## src/rtl/rstseq_pkg.sv

```systemverilog
package rstseq_pkg;
   localparam int unsigned BOOT_W = 11;

   typedef struct packed {
      logic [2:0] pci_mode;
      logic       rst_mode;
      logic       endian;
      logic [1:0] div_code;
      logic [3:0] mult_code;
   } boot_cfg_t;

   localparam logic [2:0] PCI_SAT_NRDY  = 3'd1;
   localparam logic [2:0] PCI_SAT_HOLD  = 3'd2;
   localparam logic [2:0] PCI_HOST_FIX  = 3'd4;
   localparam logic [2:0] PCI_HOST_RR   = 3'd5;
endpackage

```

## src/rtl/rstseq_sync.sv

```systemverilog
module rstseq_sync #(
   parameter int unsigned STAGES = 2
) (
   input  logic clk,
   input  logic arst_n,
   output logic rst_s_n
);
   generate
      if (STAGES < 2) begin : g_bad_stages
         $error("rstseq_sync: STAGES must be at least 2");
      end
   endgenerate

   logic [STAGES-1:0] chain;

   always_ff @(posedge clk or negedge arst_n) begin
      if (!arst_n) chain <= '0;
      else         chain <= {chain[STAGES-2:0], 1'b1};
   end

   assign rst_s_n = chain[STAGES-1];
endmodule

```

## src/rtl/rstseq_timer.sv

```systemverilog
module rstseq_timer #(
   parameter int unsigned LIMIT = 4000
) (
   input  logic clk,
   input  logic rst_n,
   input  logic en,
   output logic done
);
   localparam int unsigned CW = (LIMIT > 1) ? $clog2(LIMIT) : 1;

   generate
      if (LIMIT <= 1) begin : g_short
         always_ff @(posedge clk or negedge rst_n) begin
            if (!rst_n)  done <= 1'b0;
            else if (en) done <= 1'b1;
         end
      end else begin : g_count
         logic [CW-1:0] cnt;
         always_ff @(posedge clk or negedge rst_n) begin
            if (!rst_n) begin
               cnt  <= '0;
               done <= 1'b0;
            end else if (en && !done) begin
               if (cnt == CW'(LIMIT - 1)) done <= 1'b1;
               else                       cnt  <= cnt + 1'b1;
            end
         end
      end
   endgenerate
endmodule

```

## src/rtl/rstseq_decode.sv

```systemverilog
module rstseq_decode
   import rstseq_pkg::*;
(
   input  boot_cfg_t  cfg,
   output logic       pll_bypass,
   output logic [3:0] mult_factor,
   output logic [2:0] ext_div_factor,
   output logic       big_endian,
   output logic [2:0] pci_mode,
   output logic       pci_en_init,
   output logic       arb_internal,
   output logic       arb_round_robin,
   output logic [3:0] rsv_flags
);
   always_comb begin
      pll_bypass     = 1'b1;
      mult_factor    = 4'd1;
      ext_div_factor = 3'd1;
      rsv_flags      = 4'b0000;

      case (cfg.mult_code)
         4'h0: ;
         4'h1: begin pll_bypass = 1'b0; mult_factor = 4'd3;  end
         4'h2: begin pll_bypass = 1'b0; mult_factor = 4'd4;  end
         4'h4: begin pll_bypass = 1'b0; mult_factor = 4'd5;  end
         4'h6: begin pll_bypass = 1'b0; mult_factor = 4'd6;  end
         4'h7: begin pll_bypass = 1'b0; mult_factor = 4'd8;  end
         4'h8: begin pll_bypass = 1'b0; mult_factor = 4'd10; end
         default: rsv_flags[0] = 1'b1;
      endcase

      case (cfg.div_code)
         2'd0:    ext_div_factor = 3'd1;
         2'd1:    ext_div_factor = 3'd2;
         2'd2:    ext_div_factor = 3'd4;
         default: rsv_flags[1]   = 1'b1;
      endcase

      rsv_flags[2] = cfg.rst_mode;
      rsv_flags[3] = (cfg.pci_mode >= 3'd6);
   end

   assign big_endian      = cfg.endian;
   assign pci_mode        = cfg.pci_mode;
   assign pci_en_init     = (cfg.pci_mode == PCI_SAT_NRDY) || (cfg.pci_mode == PCI_SAT_HOLD);
   assign arb_internal    = (cfg.pci_mode == PCI_HOST_FIX) || (cfg.pci_mode == PCI_HOST_RR);
   assign arb_round_robin = (cfg.pci_mode == PCI_HOST_RR);
endmodule

```

## src/rtl/rstseq_top.sv

```systemverilog
module rstseq_top
   import rstseq_pkg::*;
#(
   parameter int unsigned MIN_RST_CYCLES = 4000,
   parameter int unsigned PLL_CNT_W      = 18,
   parameter int unsigned SYNC_STAGES    = 2,
   parameter logic [10:0] INT_VEC        = 11'h557
) (
   input  logic        clk,
   input  logic        cold_rst_n,
   input  logic [10:0] boot_pins,
   input  logic        int_vec_sel,
   output logic        sys_rst_n,
   output logic [10:0] boot_vec,
   output logic        pll_bypass,
   output logic [3:0]  mult_factor,
   output logic [2:0]  ext_div_factor,
   output logic        big_endian,
   output logic [2:0]  pci_mode,
   output logic        pci_en_init,
   output logic        arb_internal,
   output logic        arb_round_robin,
   output logic [3:0]  rsv_flags
);
   localparam int unsigned PLL_LIMIT = 1 << PLL_CNT_W;

   generate
      if (MIN_RST_CYCLES < 1) begin : g_bad_min
         $error("rstseq_top: MIN_RST_CYCLES must be at least 1");
      end
      if (PLL_CNT_W < 1 || PLL_CNT_W > 30) begin : g_bad_pll
         $error("rstseq_top: PLL_CNT_W out of range 1..30");
      end
   endgenerate

   logic        rst_s_n;
   logic [10:0] vec_q;
   logic        sel_q;
   logic        min_done;
   logic        pll_done;
   logic        sys_q;

   rstseq_sync #(.STAGES(SYNC_STAGES)) u_sync (
      .clk     (clk),
      .arst_n  (cold_rst_n),
      .rst_s_n (rst_s_n)
   );

   // Capture follows the source for as long as reset is active, then freezes.
   always_ff @(posedge clk) begin
      if (!rst_s_n) begin
         vec_q <= int_vec_sel ? INT_VEC : boot_pins;
         sel_q <= int_vec_sel;
      end
   end

   rstseq_timer #(.LIMIT(MIN_RST_CYCLES)) u_min_tmr (
      .clk   (clk),
      .rst_n (rst_s_n),
      .en    (1'b1),
      .done  (min_done)
   );

   rstseq_timer #(.LIMIT(PLL_LIMIT)) u_pll_tmr (
      .clk   (clk),
      .rst_n (rst_s_n),
      .en    (sel_q),
      .done  (pll_done)
   );

   always_ff @(posedge clk or negedge rst_s_n) begin
      if (!rst_s_n) sys_q <= 1'b0;
      else          sys_q <= min_done & (pll_done | ~sel_q);
   end

   assign sys_rst_n = sys_q;
   assign boot_vec  = vec_q;

   rstseq_decode u_dec (
      .cfg             (boot_cfg_t'(vec_q)),
      .pll_bypass      (pll_bypass),
      .mult_factor     (mult_factor),
      .ext_div_factor  (ext_div_factor),
      .big_endian      (big_endian),
      .pci_mode        (pci_mode),
      .pci_en_init     (pci_en_init),
      .arb_internal    (arb_internal),
      .arb_round_robin (arb_round_robin),
      .rsv_flags       (rsv_flags)
   );
endmodule

```

## config.mk

```make
export PLATFORM = sky130hd
export DESIGN_NAME = rstseq_top
export DESIGN_NICKNAME = d
export VERILOG_FILES = /design/src/rtl/rstseq_pkg.sv /design/src/rtl/rstseq_sync.sv /design/src/rtl/rstseq_timer.sv /design/src/rtl/rstseq_decode.sv /design/src/rtl/rstseq_top.sv
export SDC_FILE = /design/constraint.sdc
export NUM_CORES = 1
export LEC_CHECK = 0
export ABC_CLOCK_PERIOD_IN_PS = 1000
export BUFFER_PORTS_ARGS = -buffer_cell sky130_fd_sc_hd__buf_2
export CORE_MARGIN = 1.5
export CORE_UTILIZATION = 50
export CTS_CLUSTER_SIZE = 8
export DETAILED_ROUTE_END_ITERATION = 8
export HOLD_SLACK_MARGIN = 0.12
export PLACE_DENSITY = 0.76
export SETUP_SLACK_MARGIN = 0.5
export SLEW_MARGIN = 0
export SYNTH_ARGS = -nofsm -noshare
export SYNTH_HDL_FRONTEND = slang
export SYNTH_HIERARCHICAL = 1
export SYNTH_SLANG_ARGS = --single-unit
```

## constraint.sdc

```tcl
create_clock -name clk -period 1 [get_ports clk]
set_input_delay 0.05 -clock clk [delete_from_list [all_inputs] [get_ports clk]]
set_output_delay 0.05 -clock clk [all_outputs]
set_load 0.02 [all_outputs]
```

==> out/qor.tcl, run 1 <==
set qor(outcome) {complete, but fails checks}
set qor(violations_in_the_final_reports) {hold timing, setup timing}
set qor(critPathRequiredTime_ns) 1.17
set qor(area_growth_syn_to_layout_pct) 86.73
set qor(cts.path.max_buffers) 2
set qor(detailedPlacementHpwl_mm) 4.279
set qor(vias_in_the_first_global_route) 2490
set qor(power_switching_mw) 2.853
set qor(placement.cell_area_um2) 3441
set qor(timing.setup.critical_path_class) {flop to flop}
set qor(p_per_area_nw_per_um2) 1707
set qor(hold_path.class) {input pin to flop}
set qor(p_comb_share_pct) 44.7
set qor(drt_first_pass_iters) 5
set qor(routed-via-count) 2883
set qor(post-route-min-period_ns) 1.957
set qor(die_height_um) 72.89
set qor(intPower_mw) 4.930
set qor(postSynth.asyncResetShare_pct) 74.47
set qor(synthFlopType) {sky130_fd_sc_hd__dfrtp_1}
set qor(yosys_warnings) 6
set qor(gp_congestion) 0.8084
set qor(floorplan.core_area_um2) 4723
set qor(final_antenna_net_count) 0
set qor(reg2reg_slack_ns) -0.96
set qor(mostFrequentLayoutCell) {sky130_fd_sc_hd__buf_6}
set qor(global_route.overflow_total) 0
set qor(worst_setup_skew_after_layout_ns) 0.01527
set qor(grt_max_degree) 18
set qor(htree_num_levels) 2
set qor(seqCellArea_um2) 1245
set qor(layout_cell_share_with_drive_strength_beyond_1_pct) 65.34
set qor(area_enclosed_by_the_die_boundary_um2) 5313
set qor(finalHoldViolations) 1
set qor(finalMaxSlewViolations) 0
set qor(maximum_ir_drop_on_the_vdd_rail_v) 0.002075
set qor(dieWidth_um) 72.89
set qor(hold_start) {boot_pins[1]}
set qor(holdWs_ns) -0.01814
set qor(most_used_cells_in_the_layout_excluding_fill_and_tap_cells) {sky130_fd_sc_hd__buf_6, sky130_fd_sc_hd__buf_4, sky130_fd_sc_hd__dfrtp_1}
set qor(cts-root-buf) {sky130_fd_sc_hd__clkbuf_8}
set qor(rsz0062_at_grt) {yes}
set qor(power.share.clock_pct) 21.2
set qor(power.switching_fraction_pct) 36.66
set qor(design.final.nets) 396
set qor(worstPathArrival_ns) 2.13
set qor(routed_via_density) 6.464
set qor(worstSetupStartpointType) {flop}
set qor(critical_path.startpoint) {u_pll_tmr/g_count.cnt[9]}
set qor(mappedNetlistArea_um2) 2442
set qor(static-leakage-power_nw) 2.066
set qor(cts.sink_count) 47
set qor(placement_rows) 25
set qor(worst-path-max-fanout) 3
set qor(worst_setup_timing_slack_at_the_placement_stage_ns) -0.6116
set qor(clk_pin_slew_worst_paths_ns) 0.11
set qor(ys_seq_area_share_pct) 50.61
set qor(final.period_utilization_pct) 195.7
set qor(finalInstanceArea_um2) 4561
set qor(ys_ff_latch) 47
set qor(routed_wirelength_mm) 12.50
set qor(design.portCount) 45
set qor(final_core_utilization_pct) 96.56
set qor(final.fill_count) 91
set qor(start_util_pct) 51.71
set qor(drt_wl_cell_um) 28.03
set qor(portBuffers) 44
set qor(cts-buffers-inserted) 5
set qor(synthDistinctLibCells) 56
set qor(synth_enable_flop_cells) 12
set qor(final-setup-viol-count) 69
set qor(post_synthesis_cells) 220
set qor(post_synth.cell_area_avg_um2) 11.10
set qor(timing.final.ws_setup_ns) -0.9566
set qor(grt_pass1_wl_mm) 12.74
set qor(cts_tree) {built}
set qor(seq_power_share_pct) 34.1
set qor(detail_route.iter0.violations) 548
set qor(initial_antenna_violation_count) 1
set qor(reg2reg_from) {u_pll_tmr/g_count.cnt[9]}
set qor(multi_input_area_um2) 1569
set qor(maxCapViolCount) 0
set qor(grt_use_total_pct) 32.69
set qor(ctsHoldBuffers) 1
set qor(fmaxAchievable_mhz) 511.1
set qor(drcViolationCount) 0
set qor(timing.critical_path.to_type) {flop}
set qor(clock_latency_ns) 0.32
[logic make-up after synthesis]
logic type               after synthesis  synth area share (%)
AO/OA/AOI/OAI                         35                 9.735
XOR/XNOR                              17                 6.096
buffers and inverters                 18                 4.150
adder cells (fa/ha/maj)                6                 3.023
other                                  2                0.3075
AND/OR/NAND/NOR                       89                 23.00
flip-flops                            47                 50.61
multiplexers                           6                 3.074
[sequential cells by signal, indices dropped and copies added (netlist names)]
name                   count
sys_rst_n                  1
u_min_tmr/g_count.cnt     12
u_pll_tmr/g_count.cnt     18
u_pll_tmr/done             1
u_sync/chain               2
u_min_tmr/done             1
boot_vec                  11
sel_q                      1
[metal layers]
metal	wire length [um]	GRT usage, %	up-vias	part of all wire, %
met3	1333	5.801	121	11
met5	0	0	-	0
li1	-	-	1103	-
met2	5833	59.53	299	47
met1	4192	37.10	1360	34
met4	1140	14.88	0	9.1
[cells in the mapped netlist, types with 3 or more instances]
library cell / number / area share (%)
sky130_fd_sc_hd__dfrtp_1: 35 / 36
sky130_fd_sc_hd__a21oi_1: 12 / 2.5
sky130_fd_sc_hd__edfxtp_1: 12 / 15
sky130_fd_sc_hd__nand2_1: 11 / 1.7
sky130_fd_sc_hd__nand3_1: 11 / 2.3
sky130_fd_sc_hd__nand4_1: 10 / 2.6
sky130_fd_sc_hd__xnor2_1: 10 / 3.6
sky130_fd_sc_hd__inv_1: 8 / 1.2
sky130_fd_sc_hd__nor2b_1: 8 / 2.0
sky130_fd_sc_hd__or2_1: 7 / 1.8
sky130_fd_sc_hd__xor2_1: 7 / 2.5
sky130_fd_sc_hd__and2_1: 6 / 1.5
sky130_fd_sc_hd__nor2_1: 6 / 0.92
sky130_fd_sc_hd__buf_4: 5 / 1.5
sky130_fd_sc_hd__ha_1: 5 / 2.6
sky130_fd_sc_hd__and3_1: 4 / 1.0
sky130_fd_sc_hd__mux2_2: 4 / 1.8
sky130_fd_sc_hd__nor3_1: 4 / 0.82
sky130_fd_sc_hd__o21ai_0: 4 / 0.82
sky130_fd_sc_hd__a31o_2: 3 / 1.1
sky130_fd_sc_hd__a31oi_1: 3 / 0.77
sky130_fd_sc_hd__or3_1: 3 / 0.77
[cell type report]
cell class / count / share of cell area [%]
Antenna cell: 1 / 0.05487
Clock buffer: 7 / 2.140
Clock inverter: 1 / 0.6584
Inverter: 9 / 0.8230
Multi-Input combinational cell: 159 / 34.40
Sequential cell: 47 / 27.30
Tap cell: 67 / 1.838
Timing Repair Buffer: 154 / 32.62
Timing Repair inverter: 1 / 0.1646
[path summary, 6_finish.rpt]
path	to	depth (start not counted)
min in group asynchronous	u_sync/chain[1]	2
setup / recovery	u_pll_tmr/g_count.cnt[14]	6
hold / removal	boot_vec[1]	2
max in group asynchronous	u_pll_tmr/g_count.cnt[9]	3
hold reg to reg	u_sync/chain[1]	0
setup reg to reg	u_pll_tmr/g_count.cnt[14]	6
[power groups by stage]
stage | Clock [mW] | Sequential (mW) | Combinational [mW]
2_1_floorplan | 0 | 2.70 | 1.04
3_3_place_gp | 0 | 2.52 | 2.02
3_5_place_dp | 0 | 2.55 | 2.06
4_1_cts | 1.57 | 2.55 | 2.56
5_1_grt | 1.70 | 2.65 | 3.53
6_report | 1.65 | 2.65 | 3.48
[critical path: stages, from the launching register on]
cell	delay [ns]
sky130_fd_sc_hd__dfrtp_1	0.41
sky130_fd_sc_hd__buf_6	0.13
sky130_fd_sc_hd__nand4_1	0.21
sky130_fd_sc_hd__nor4_4	0.35
sky130_fd_sc_hd__buf_4	0.19
sky130_fd_sc_hd__nand4_1	0.11
sky130_fd_sc_hd__xnor2_1	0.43
[repair_timing]
action,4_1_cts,5_1_grt
pin swaps,37,26
setup buffers,17,23
endpoints found under the setup margin,109,110
cloned,3,2
hold endpoints to repair,14,13
gates resized for setup,118,32
[stage by stage]
step	total power, mW	hold WS, ns	std cells	TNS (ns)
global placement	4.543	-0.1619	391	-12.76
global route	7.885	-0.03003	445	-29.64
floorplan	3.734	-0.2456	224	-11.98
finish	7.783	-0.01814	446	-27.75
detailed placement	4.617	-0.1600	391	-13.82
CTS	6.669	-0.003492	420	-18.67
Power figures use the tool's default switching activity.
==> run 2: changes to the inputs <==
--- a/config.mk
+++ b/config.mk
@@ -12,7 +12,7 @@
 export CTS_CLUSTER_SIZE = 8
 export DETAILED_ROUTE_END_ITERATION = 8
 export HOLD_SLACK_MARGIN = 0.12
-export PLACE_DENSITY = 0.76
+export PLACE_DENSITY = 0.84
 export SETUP_SLACK_MARGIN = 0.5
 export SLEW_MARGIN = 0
 export SYNTH_ARGS = -nofsm -noshare
==> run 2 against run 1 <==
The run ends with setup timing left. Count of clock-buffer cells in the layout down 2. Routed wire length down 13%. Global-route usage up 0.27 points. Critical endpoint is now u_pll_tmr/g_count.cnt[16]. Final cell count unchanged. Total power down 9.8%. Critical path type unchanged.
==> out/qor.tcl, run 2 (synthesized netlist as in run 1, its figures left out) <==
set qor(drt_wl_cell_um) 24.52
set qor(finalHoldViolations) 0
set qor(post-route-min-period_ns) 1.692
set qor(initial_antenna_violation_count) 0
set qor(power.share.clock_pct) 17.0
set qor(largest_register) {u_pll_tmr/g_count.cnt}
set qor(timing.critical_path.to_type) {flop}
set qor(grt_use_total_pct) 32.96
set qor(timing.final.ws_setup_ns) -0.6924
set qor(worst_hold_path.endpoint) {boot_vec[2]}
set qor(layout_cell_share_with_drive_strength_beyond_1_pct) 65.96
set qor(cpMaxStageDelayCell) {sky130_fd_sc_hd__dfrtp_1}
set qor(finalInstanceArea_um2) 4514
set qor(cts.sink_count) 47
set qor(violations_in_the_final_reports) {setup timing}
set qor(static-leakage-power_nw) 2.037
set qor(hold_start) {boot_pins[2]}
set qor(routed_via_density) 6.206
set qor(worst-path-max-fanout) 3
set qor(clk_pin_slew_worst_paths_ns) 0.09
set qor(cpPeakStageDelay_ns) 0.40
set qor(power.switching_fraction_pct) 37.85
set qor(maximum_ir_drop_on_the_vdd_rail_v) 0.001194
set qor(maxCapViolCount) 0
set qor(area_enclosed_by_the_die_boundary_um2) 5313
set qor(drt_first_pass_iters) 6
set qor(critPathMostFrequentCell) {sky130_fd_sc_hd__nand4_1}
set qor(ctsHoldBuffers) 1
set qor(power_switching_mw) 2.657
set qor(mostFrequentLayoutCell) {sky130_fd_sc_hd__buf_4}
set qor(final_antenna_net_count) 0
set qor(reg2reg_from) {u_pll_tmr/g_count.cnt[4]}
set qor(cts_tree) {built}
set qor(gp_congestion) 0.7763
set qor(path_cells) {buf_4 > nand4_1 > nor4_4 > nand4_1 > mux2_2}
set qor(placement.cell_area_um2) 3433
set qor(rsz0062_at_grt) {yes}
set qor(seq_power_share_pct) 37.1
set qor(p_per_area_nw_per_um2) 1555
set qor(start_util_pct) 51.71
set qor(final.period_utilization_pct) 169.2
set qor(total_power_mw) 7.019
set qor(holdWs_ns) 0.01108
set qor(timing.setup.critical_path_class) {flop to flop}
set qor(placement_rows) 25
set qor(detail_route.iter0.violations) 350
set qor(timing.reg2reg.worst_path_depth) 5
set qor(setup_tns_ns) -22.67
set qor(detailedPlacementHpwl_mm) 4.112
set qor(intPower_mw) 4.362
set qor(htree_num_levels) 2
set qor(cts-buffers-inserted) 5
set qor(routed_wirelength_mm) 10.94
set qor(fmaxAchievable_mhz) 590.9
set qor(hold-path-cell-count) 2
set qor(p_comb_share_pct) 45.9
set qor(dieWidth_um) 72.89
set qor(cts.path.max_buffers) 2
set qor(design.portCount) 45
set qor(grt_max_degree) 18
set qor(critPathRequiredTime_ns) 1.20
set qor(vias_in_the_first_global_route) 2536
set qor(worst_setup_skew_after_layout_ns) 0.005774
set qor(clock_latency_ns) 0.31
set qor(design.final.nets) 397
set qor(largest_register_ffs) 18
set qor(finalMaxSlewViolations) 0
set qor(worstPathArrival_ns) 1.89
set qor(most_used_cells_in_the_layout_excluding_fill_and_tap_cells) {sky130_fd_sc_hd__buf_4, sky130_fd_sc_hd__buf_6, sky130_fd_sc_hd__dfrtp_1}
set qor(final-setup-viol-count) 60
set qor(floorplan.core_area_um2) 4723
set qor(routed-via-count) 2768
set qor(antenna_cells) 0
set qor(worstSetupStartpointType) {flop}
set qor(hold_path.class) {input pin to flop}
set qor(global_route.overflow_total) 0
set qor(drcViolationCount) 0
set qor(grt_pass1_wl_mm) 12.74
set qor(area_growth_syn_to_layout_pct) 84.84
set qor(outcome) {complete, but fails checks}
set qor(die_height_um) 72.89
set qor(crit-reg2reg-capture) {u_pll_tmr/g_count.cnt[16]}
set qor(reg2reg_slack_ns) -0.69
set qor(portBuffers) 44
set qor(cts-root-buf) {sky130_fd_sc_hd__clkbuf_8}
## run 2: power by group through the flow
| stage | combinational, mW | clock (mW) | sequential (mW) |
|---|---|---|---|
| finish | 3.22 | 1.19 | 2.60 |
| global route | 3.33 | 1.26 | 2.62 |
| CTS | 2.60 | 1.16 | 2.55 |
| detailed placement | 2.05 | 0 | 2.57 |
| global placement | 2.00 | 0 | 2.55 |
| floorplan | 1.04 | 0 | 2.70 |
## run 2: worst max-delay path: cells and delay by family (launching register included)
kind	cells	cell delay, ns
buffers and inverters	1	0.14
DFF	1	0.40
muxes	1	0.30
and+or+nand+nor	3	0.74
## run 2: worst max-delay path by stage
stage | start | endpoint | cells after the start
finish | u_pll_tmr/g_count.cnt[4] | u_pll_tmr/g_count.cnt[16] | 5
global placement | u_pll_tmr/g_count.cnt[8] | u_pll_tmr/g_count.cnt[1] | 4
detailed placement | u_pll_tmr/g_count.cnt[7] | u_pll_tmr/g_count.cnt[1] | 4
CTS | u_pll_tmr/g_count.cnt[8] | u_pll_tmr/g_count.cnt[1] | 4
floorplan | u_pll_tmr/g_count.cnt[7] | u_pll_tmr/g_count.cnt[1] | 4
global route | u_pll_tmr/done | u_pll_tmr/g_count.cnt[16] | 5
## run 2: repair_timing
action	CTS	global route
resized for setup	119	25
setup buffers	24	18
cloned	3	2
pin swaps	40	23
endpoints found under the setup margin	109	110
endpoints found under the hold margin	14	14
## run 2: final cells by class
class                      instances  area (um^2)
timing repair inverter             1        7.507
sequential                        47         1247
timing repair buffer             155         1494
clock inverter                     3        20.02
fill                             111        209.0
tap                               67        83.83
clock buffer                       5        68.82
multi-input combinational        159         1553
inverter                           9        40.04
## run 2: routing by layer
layer | track usage, % | vias up | part of all wire [%]
met5 | 0 | - | 0
met1 | 34.94 | 1358 | 34
met4 | 14.47 | 0 | 6.9
met2 | 62.90 | 230 | 52
met3 | 6.077 | 76 | 6.8
li1 | - | 1104 | -
## run 2: metrics by stage
step	instances	util (%)	worst slack, ns
floorplan	224	-	-0.6382
global placement	390	72.69	-0.5677
detailed placement	390	72.69	-0.5895
CTS	426	89.38	-0.5981
global route	446	95.58	-0.7205
finish	446	95.58	-0.6924
